===== src/rtl/tdm_link_pkg.sv =====
// Package: shared constants for the time-division serial link.
// Assumes the lane count is a power of two and a multiple of the group size.
package tdm_link_pkg;
    localparam int unsigned TDM_LANES = 8;  // lanes carried per frame
    localparam int unsigned TDM_GROUP = 4;  // lanes per first-level selector
    localparam int unsigned TDM_LAT   = 4;  // registers from input to hold timer
endpackage


===== src/rtl/tdm_tick_counter.sv =====
// Module: tdm_tick_counter
// Free-running tick counter; the low bit toggles every tick, and the upper
// bits form divide-by-two stages. Pause freezes the count and forces the
// reported low bit high. Assumes CNT_W >= 1.
module tdm_tick_counter #(
    parameter int unsigned CNT_W = 3
) (
    input  logic             clk,
    input  logic             rst_n,
    input  logic             pause,
    output logic [CNT_W-1:0] cnt,
    output logic [CNT_W-1:0] cnt_view
);
    logic [CNT_W-1:0] cnt_q;

    // Purpose: advance the count once per tick unless paused.
    always_ff @(posedge clk) begin
        if (!rst_n)      cnt_q <= '0;
        else if (!pause) cnt_q <= cnt_q + 1'b1;
    end

    // Purpose: report the count with the tick bit forced high during pause.
    always_comb begin
        cnt_view    = cnt_q;
        cnt_view[0] = cnt_q[0] | pause;
    end

    assign cnt = cnt_q;
endmodule


===== src/rtl/tdm_mux_tree.sv =====
// Module: tdm_mux_tree
// Two-level registered selector. Level one picks one lane per group with the
// low count bits; level two picks a group with the high count bits, delayed
// one tick to follow the level-one register. Assumes LANES/GROUP >= 2.
module tdm_mux_tree #(
    parameter int unsigned LANES = 8,
    parameter int unsigned GROUP = 4
) (
    input  logic                     clk,
    input  logic                     rst_n,
    input  logic                     adv,
    input  logic [LANES-1:0]         data,
    input  logic [$clog2(LANES)-1:0] cnt,
    output logic                     ser
);
    localparam int unsigned NGRP  = LANES / GROUP;
    localparam int unsigned LO_W  = $clog2(GROUP);
    localparam int unsigned HI_W  = $clog2(NGRP);
    localparam int unsigned CNT_W = LO_W + HI_W;

    logic [NGRP-1:0] grp_pick;
    logic [NGRP-1:0] grp_q;
    logic [HI_W-1:0] hi_d;
    logic            ser_q;

    for (genvar g = 0; g < NGRP; g++) begin : g_lvl1
        // Purpose: choose this group's lane from the low count bits.
        always_comb begin
            grp_pick[g] = 1'b0;
            for (int j = 0; j < GROUP; j++) begin
                if (cnt[LO_W-1:0] == LO_W'(j)) grp_pick[g] = data[g*GROUP + j];
            end
        end
    end

    // Purpose: register level one and delay the group select to match.
    always_ff @(posedge clk) begin
        if (!rst_n) begin
            grp_q <= '0;
            hi_d  <= '0;
        end else if (adv) begin
            grp_q <= grp_pick;
            hi_d  <= cnt[CNT_W-1:LO_W];
        end
    end

    // Purpose: level two picks the group and drives the line register.
    always_ff @(posedge clk) begin
        if (!rst_n)   ser_q <= 1'b0;
        else if (adv) ser_q <= grp_q[hi_d];
    end

    assign ser = ser_q;
endmodule


===== src/rtl/tdm_demux_tree.sv =====
// Module: tdm_demux_tree
// Two-level registered distributor. The count is delayed two ticks to line
// up with the serial bit; level one steers by the high bits, level two by
// the low bits delayed one more tick. Unselected outputs read low.
module tdm_demux_tree #(
    parameter int unsigned LANES = 8,
    parameter int unsigned GROUP = 4
) (
    input  logic                     clk,
    input  logic                     rst_n,
    input  logic                     adv,
    input  logic                     ser,
    input  logic [$clog2(LANES)-1:0] cnt,
    output logic [LANES-1:0]         samp
);
    localparam int unsigned NGRP  = LANES / GROUP;
    localparam int unsigned LO_W  = $clog2(GROUP);
    localparam int unsigned HI_W  = $clog2(NGRP);
    localparam int unsigned CNT_W = LO_W + HI_W;

    logic [CNT_W-1:0] cnt_d1, cnt_d2;
    logic [LO_W-1:0]  lo_d3;
    logic [NGRP-1:0]  br_q;
    logic [LANES-1:0] samp_q;

    // Purpose: delay the count so it names the lane now on the line.
    always_ff @(posedge clk) begin
        if (!rst_n) begin
            cnt_d1 <= '0;
            cnt_d2 <= '0;
            lo_d3  <= '0;
        end else if (adv) begin
            cnt_d1 <= cnt;
            cnt_d2 <= cnt_d1;
            lo_d3  <= cnt_d2[LO_W-1:0];
        end
    end

    for (genvar g = 0; g < NGRP; g++) begin : g_lvl1
        // Purpose: steer the serial bit into one branch by the high bits.
        always_ff @(posedge clk) begin
            if (!rst_n)   br_q[g] <= 1'b0;
            else if (adv) br_q[g] <= (cnt_d2[CNT_W-1:LO_W] == HI_W'(g)) ? ser : 1'b0;
        end
        for (genvar j = 0; j < GROUP; j++) begin : g_lvl2
            // Purpose: steer the branch into one lane by the low bits.
            always_ff @(posedge clk) begin
                if (!rst_n)   samp_q[g*GROUP + j] <= 1'b0;
                else if (adv) samp_q[g*GROUP + j] <= (lo_d3 == LO_W'(j)) ? br_q[g] : 1'b0;
            end
        end
    end

    assign samp = samp_q;
endmodule


===== src/rtl/tdm_hold_timer.sv =====
// Module: tdm_hold_timer
// Retriggerable hold: a high sample loads HOLD ticks, the timer then counts
// down, and the output is high while the timer is nonzero. Freezes when adv
// is low. Assumes HOLD equals the frame length so slots reload in time.
module tdm_hold_timer #(
    parameter int unsigned HOLD = 8
) (
    input  logic clk,
    input  logic rst_n,
    input  logic adv,
    input  logic samp,
    output logic held
);
    localparam int unsigned TMR_W = $clog2(HOLD + 1);

    logic [TMR_W-1:0] tmr_q;

    // Purpose: reload on a high sample, otherwise run down to zero.
    always_ff @(posedge clk) begin
        if (!rst_n)              tmr_q <= '0;
        else if (adv) begin
            if (samp)            tmr_q <= TMR_W'(HOLD);
            else if (tmr_q != 0) tmr_q <= tmr_q - 1'b1;
        end
    end

    assign held = (tmr_q != '0);
endmodule


===== src/rtl/tdm_serial_link.sv =====
// Module: tdm_serial_link (top)
// Sender tree, receiver tree and per-lane hold timers sharing one tick
// counter, plus a flag that rises after the pipeline delivers a full frame.
// Assumes one clock cycle per tick and LANES a power of two.
module tdm_serial_link
    import tdm_link_pkg::*;
#(
    parameter int unsigned LANES = TDM_LANES,
    parameter int unsigned GROUP = TDM_GROUP
) (
    input  logic                     clk,
    input  logic                     rst_n,
    input  logic                     pause,
    input  logic [LANES-1:0]         par_in,
    output logic                     ser_line,
    output logic [$clog2(LANES)-1:0] count_o,
    output logic [LANES-1:0]         par_out,
    output logic                     frame_valid
);
    localparam int unsigned CNT_W  = $clog2(LANES);
    localparam int unsigned FILL   = TDM_LAT + LANES;
    localparam int unsigned FILL_W = $clog2(FILL + 1);

    logic             adv;
    logic [CNT_W-1:0] cnt;
    logic [LANES-1:0] lane_samp;
    logic [FILL_W-1:0] fill_q;

    assign adv = ~pause;

    tdm_tick_counter #(.CNT_W(CNT_W)) i_cnt (
        .clk(clk), .rst_n(rst_n), .pause(pause), .cnt(cnt), .cnt_view(count_o)
    );

    tdm_mux_tree #(.LANES(LANES), .GROUP(GROUP)) i_tx (
        .clk(clk), .rst_n(rst_n), .adv(adv), .data(par_in), .cnt(cnt), .ser(ser_line)
    );

    tdm_demux_tree #(.LANES(LANES), .GROUP(GROUP)) i_rx (
        .clk(clk), .rst_n(rst_n), .adv(adv), .ser(ser_line), .cnt(cnt), .samp(lane_samp)
    );

    for (genvar i = 0; i < LANES; i++) begin : g_hold
        tdm_hold_timer #(.HOLD(LANES)) i_hold (
            .clk(clk), .rst_n(rst_n), .adv(adv), .samp(lane_samp[i]), .held(par_out[i])
        );
    end

    // Purpose: count unpaused ticks until one full frame has arrived.
    always_ff @(posedge clk) begin
        if (!rst_n)                        fill_q <= '0;
        else if (adv && fill_q != FILL_W'(FILL)) fill_q <= fill_q + 1'b1;
    end

    assign frame_valid = (fill_q == FILL_W'(FILL));
endmodule


===== config.mk =====
export PLATFORM = sky130hd
export DESIGN_NAME = tdm_serial_link
export DESIGN_NICKNAME = d
export VERILOG_FILES = /design/src/rtl/tdm_link_pkg.sv /design/src/rtl/tdm_tick_counter.sv /design/src/rtl/tdm_mux_tree.sv /design/src/rtl/tdm_demux_tree.sv /design/src/rtl/tdm_hold_timer.sv /design/src/rtl/tdm_serial_link.sv
export SDC_FILE = /design/constraint.sdc
export NUM_CORES = 1
export LEC_CHECK = 0
export CAP_MARGIN = 20
export CORE_MARGIN = 2
export CORE_UTILIZATION = 40
export DETAILED_ROUTE_END_ITERATION = 8
export DONT_BUFFER_PORTS = 1
export REMOVE_ABC_BUFFERS = 1
export SKIP_CTS_REPAIR_TIMING = 1
export SLEW_MARGIN = 10
export SYNTH_ARGS = -nofsm -noshare
export SYNTH_HDL_FRONTEND = slang
export SYNTH_SLANG_ARGS = --single-unit

===== constraint.sdc =====
create_clock -name clk -period 2.35 [get_ports clk]
set_input_delay 0.1175 -clock clk [delete_from_list [all_inputs] [get_ports clk]]
set_output_delay 0.1175 -clock clk [all_outputs]
set_load 0.01 [all_outputs]

==> impl_results.md <==
* Synth async-reset ratio at 0
* Vias at 2497
* First-iteration detailed-routing DRC count at ~120
* Placeable Area at 7330 um2
* Post-route worst setup slack at 718 ps
* Critical path startpoint category: register
* Synth top area cells: dfxtp_1 39%, ha_1 5.7%, nor2_1 4.6%, inv_1 4.1%, o21ai_0 3.3%
* YS warnings at 0
* Final Critical Period at ~1600 ps
* Number of routed nets with antenna violations at 0
* Initial antenna violation count at 0
* Fillers at between 700 and 800
* DR vias/cell at roughly 5.4
* Syn-to-layout area delta at 7.22%
* Post-synth EDFFs at 0
* Worst R2R Start: g_hold[5].i_hold.tmr_q[0]
* Slew margin rel. at 0.410
* Leak Pwr at 1.24 nW
* Crit path launch: g_hold[5].i_hold.tmr_q[0]
* Synth Area in Simple Gates at 0.242
* Commonest cells in the netlist: 60 x dfxtp_1, 37 x nor2_1, 33 x inv_1
* CTS Buf Count at 9
* Post-synth top area cell: dfxtp_1
* Gate Count Post-Synth at 367
* FF+latch count, synth at 60
* Post-placement cell area at 3020 um2
* Largest family of logic cells by synthesized area: simple AND/OR/NAND/NOR gates
* Clock sink total at 60
* Post-synthesis compound-gate area fraction at 0.175
* Placed Cells at 440
* Outcome: finished with violations
* Drt first pass iters at 4
* CP dominant cell by count: inv_1
* Max Transition Viols Final at 0
* Fmax at slightly above 0.6 GHz
* Die Area at about 8300 um2
* First-pass GRT wire length at 10400 um
* Bufs on Longest Clock Path at 2
* Register area share after synthesis at 0.394
* Synth top area share at 0.394
* Hold_sp: pause
* Die Ht at 91.3 um
* Initial core utilization at 0.416
* GR Overflow Total at 0
* Clock Tree Root: clkbuf_8
* Vias in the first global route at 2272
* Drc violations at 0
* I/O Buffers at 0
* # diodes at 0
* Failing checks: hold timing
* Prevailing post-synth register cell: dfxtp_1
* Dpl ws at 849 ps
* Hold Path Class: in -> reg
* Global placement routability congestion at 0.750
* Peak VDD IR at 0.000487 V
* Final non-filler cell total at between 400 and 500
* Total track usage at 0.152
* Clk_lat worst skew at between 300 and 400 ps
* Least-Margin Pin Slew at 881 ps
* Data arrival time of the worst path at 1510 ps
* CTS H-tree depth at 3
* Die X at 91.3 um
* Crit path capture type: output port
* Worst-path fanout max at 5
* Synth Cell Area at 3050 um2
* Max Cap Viol at 0
* Pwr Density at 1110 nW/um2
* RSZ-0062 raised after global routing: no
* Fin Clk Skew at 7.13 ps
* CP required at approximately 2200 ps
* CP cell instances: inv_1, ha_1, nor3b_1, inv_1
* Post-route cell area at 3270 um2
* Worst hold slack at -28.3 ps
* Worst path max stage delay at 440 ps
* # nets final at 381
* Count leader, synth: dfxtp_1
* Dpl hpwl at between 3000 and 4000 um
* Final setup viols at 0
* Syn_area_per_cell at slightly above 8 um2
* Distinct cells, synth at 40
* Period Utilization, post-route at 0.694
* Share of layout cells above drive strength 1 at 0.0443
* Reg clk slew, reported paths at roughly 60 ps
* Adder-Cell Fraction of Synth Area at 0.0575
* CTS tree: yes
* IO Pins at 24
* Crit path kind: reg -> out
* XOR/XNOR share of the synthesized area at 0.00575
* Count of final hold-check violations at 1
* Share of synthesized area spent on multiplexers at 0.0333
* Setup_tns at 0 ps
* Largest net degree at the start of global routing at 86
* Wire per inst at approximately 14 um
* Max stage delay cell, worst path: nor3b_1
* Num rows at 31
* Post-Route WL at 6240 um
==> flip-flops by register name (all words and copies together) (netlist names) <==
register	cells
i_tx.ser	1
i_rx.br_q	2
i_rx.samp	8
i_cnt.cnt	3
i_rx.cnt_d1	2
i_tx.hi_d	1
i_rx.lo_d3	2
i_tx.grp_q	2
fill_q	4
i_rx.cnt_d2	3
g_hold.i_hold.tmr_q	32
==> cell families (layout without fill, tap and decap cells) <==
family	Yosys count	in the layout
AOI/OAI and AO/OA	82	82
xor gates and xnor gates	2	2
adders and majority gates	14	14
buffers and inverters	60	54
DFF	60	60
muxes	10	10
and+or+nand+nor	139	139
==> layout make-up <==
cell class,instances,area (um2),share of cell area
clock buffer,15,166,0.0509
clock inverter,1,30.0,0.00919
inverter,33,124,0.0379
multi-input combinational,247,1570,0.479
sequential,60,1200,0.368
tap,99,124,0.0379
timing repair buffer,5,57.6,0.0176
==> report_power, final <==
part / switching [mW] / internal [mW]
clock: 0.369 / 0.550
combinational: 0.717 / 0.566
sequential: 0.203 / 1.23
total: 1.29 / 2.35
==> worst paths after layout <==
kind                                             endpoint  cells after the start  slack, ps
worst min register to register  g_hold[4].i_hold.tmr_q[0]                      2        490
worst max-delay path                           par_out[5]                      4        720
worst min-delay path                        i_rx.lo_d3[0]                      2        -30
worst max register to register  g_hold[5].i_hold.tmr_q[0]                      5        830
==> stage by stage <==
stage	hold WS (ps)	util	power, mW
6_report	-28.3	0.446	3.64
5_1_grt	5.51	0.446	3.98
4_1_cts	-90.0	0.439	3.65
3_5_place_dp	267	0.412	2.71
3_3_place_gp	260	0.412	2.68
2_1_floorplan	250	-	2.48
==> worst max-delay path: cells and delay by family (launching register included) <==
kind,cells,cell delay (ps)
buffers and inverters,2,220
AND/OR/NAND/NOR,1,440
flip-flops,1,330
adder cells (fa/ha/maj),1,190
==> layout by cell type, fill, tap and decap left out, types with 7 or more instances in the layout <==
cell type	Yosys	final
nor2b_1	9	9
clkbuf_8	0	11
ha_1	14	14
or3_1	8	8
nand3_1	12	12
o21ai_0	20	20
a211oi_1	10	10
o31ai_1	7	7
mux2i_1	9	9
a21oi_1	17	17
dfxtp_1	60	60
nor2_1	37	37
inv_1	33	33
nor3_1	19	19
nand2_1	22	22
or4_1	8	8
==> routing by layer <==
| metal | track usage | up-vias | share of wire |
|---|---|---|---|
| met2 | 0.244 | 44 | 0.45 |
| met4 | 0.0354 | 0 | 0.0071 |
| met3 | 0.0573 | 4 | 0.044 |
| met5 | 0 | - | 0 |
| met1 | 0.194 | 1157 | 0.50 |
| li1 | - | 1292 | - |
No activity file was read; power rests on OpenSTA's default activity.
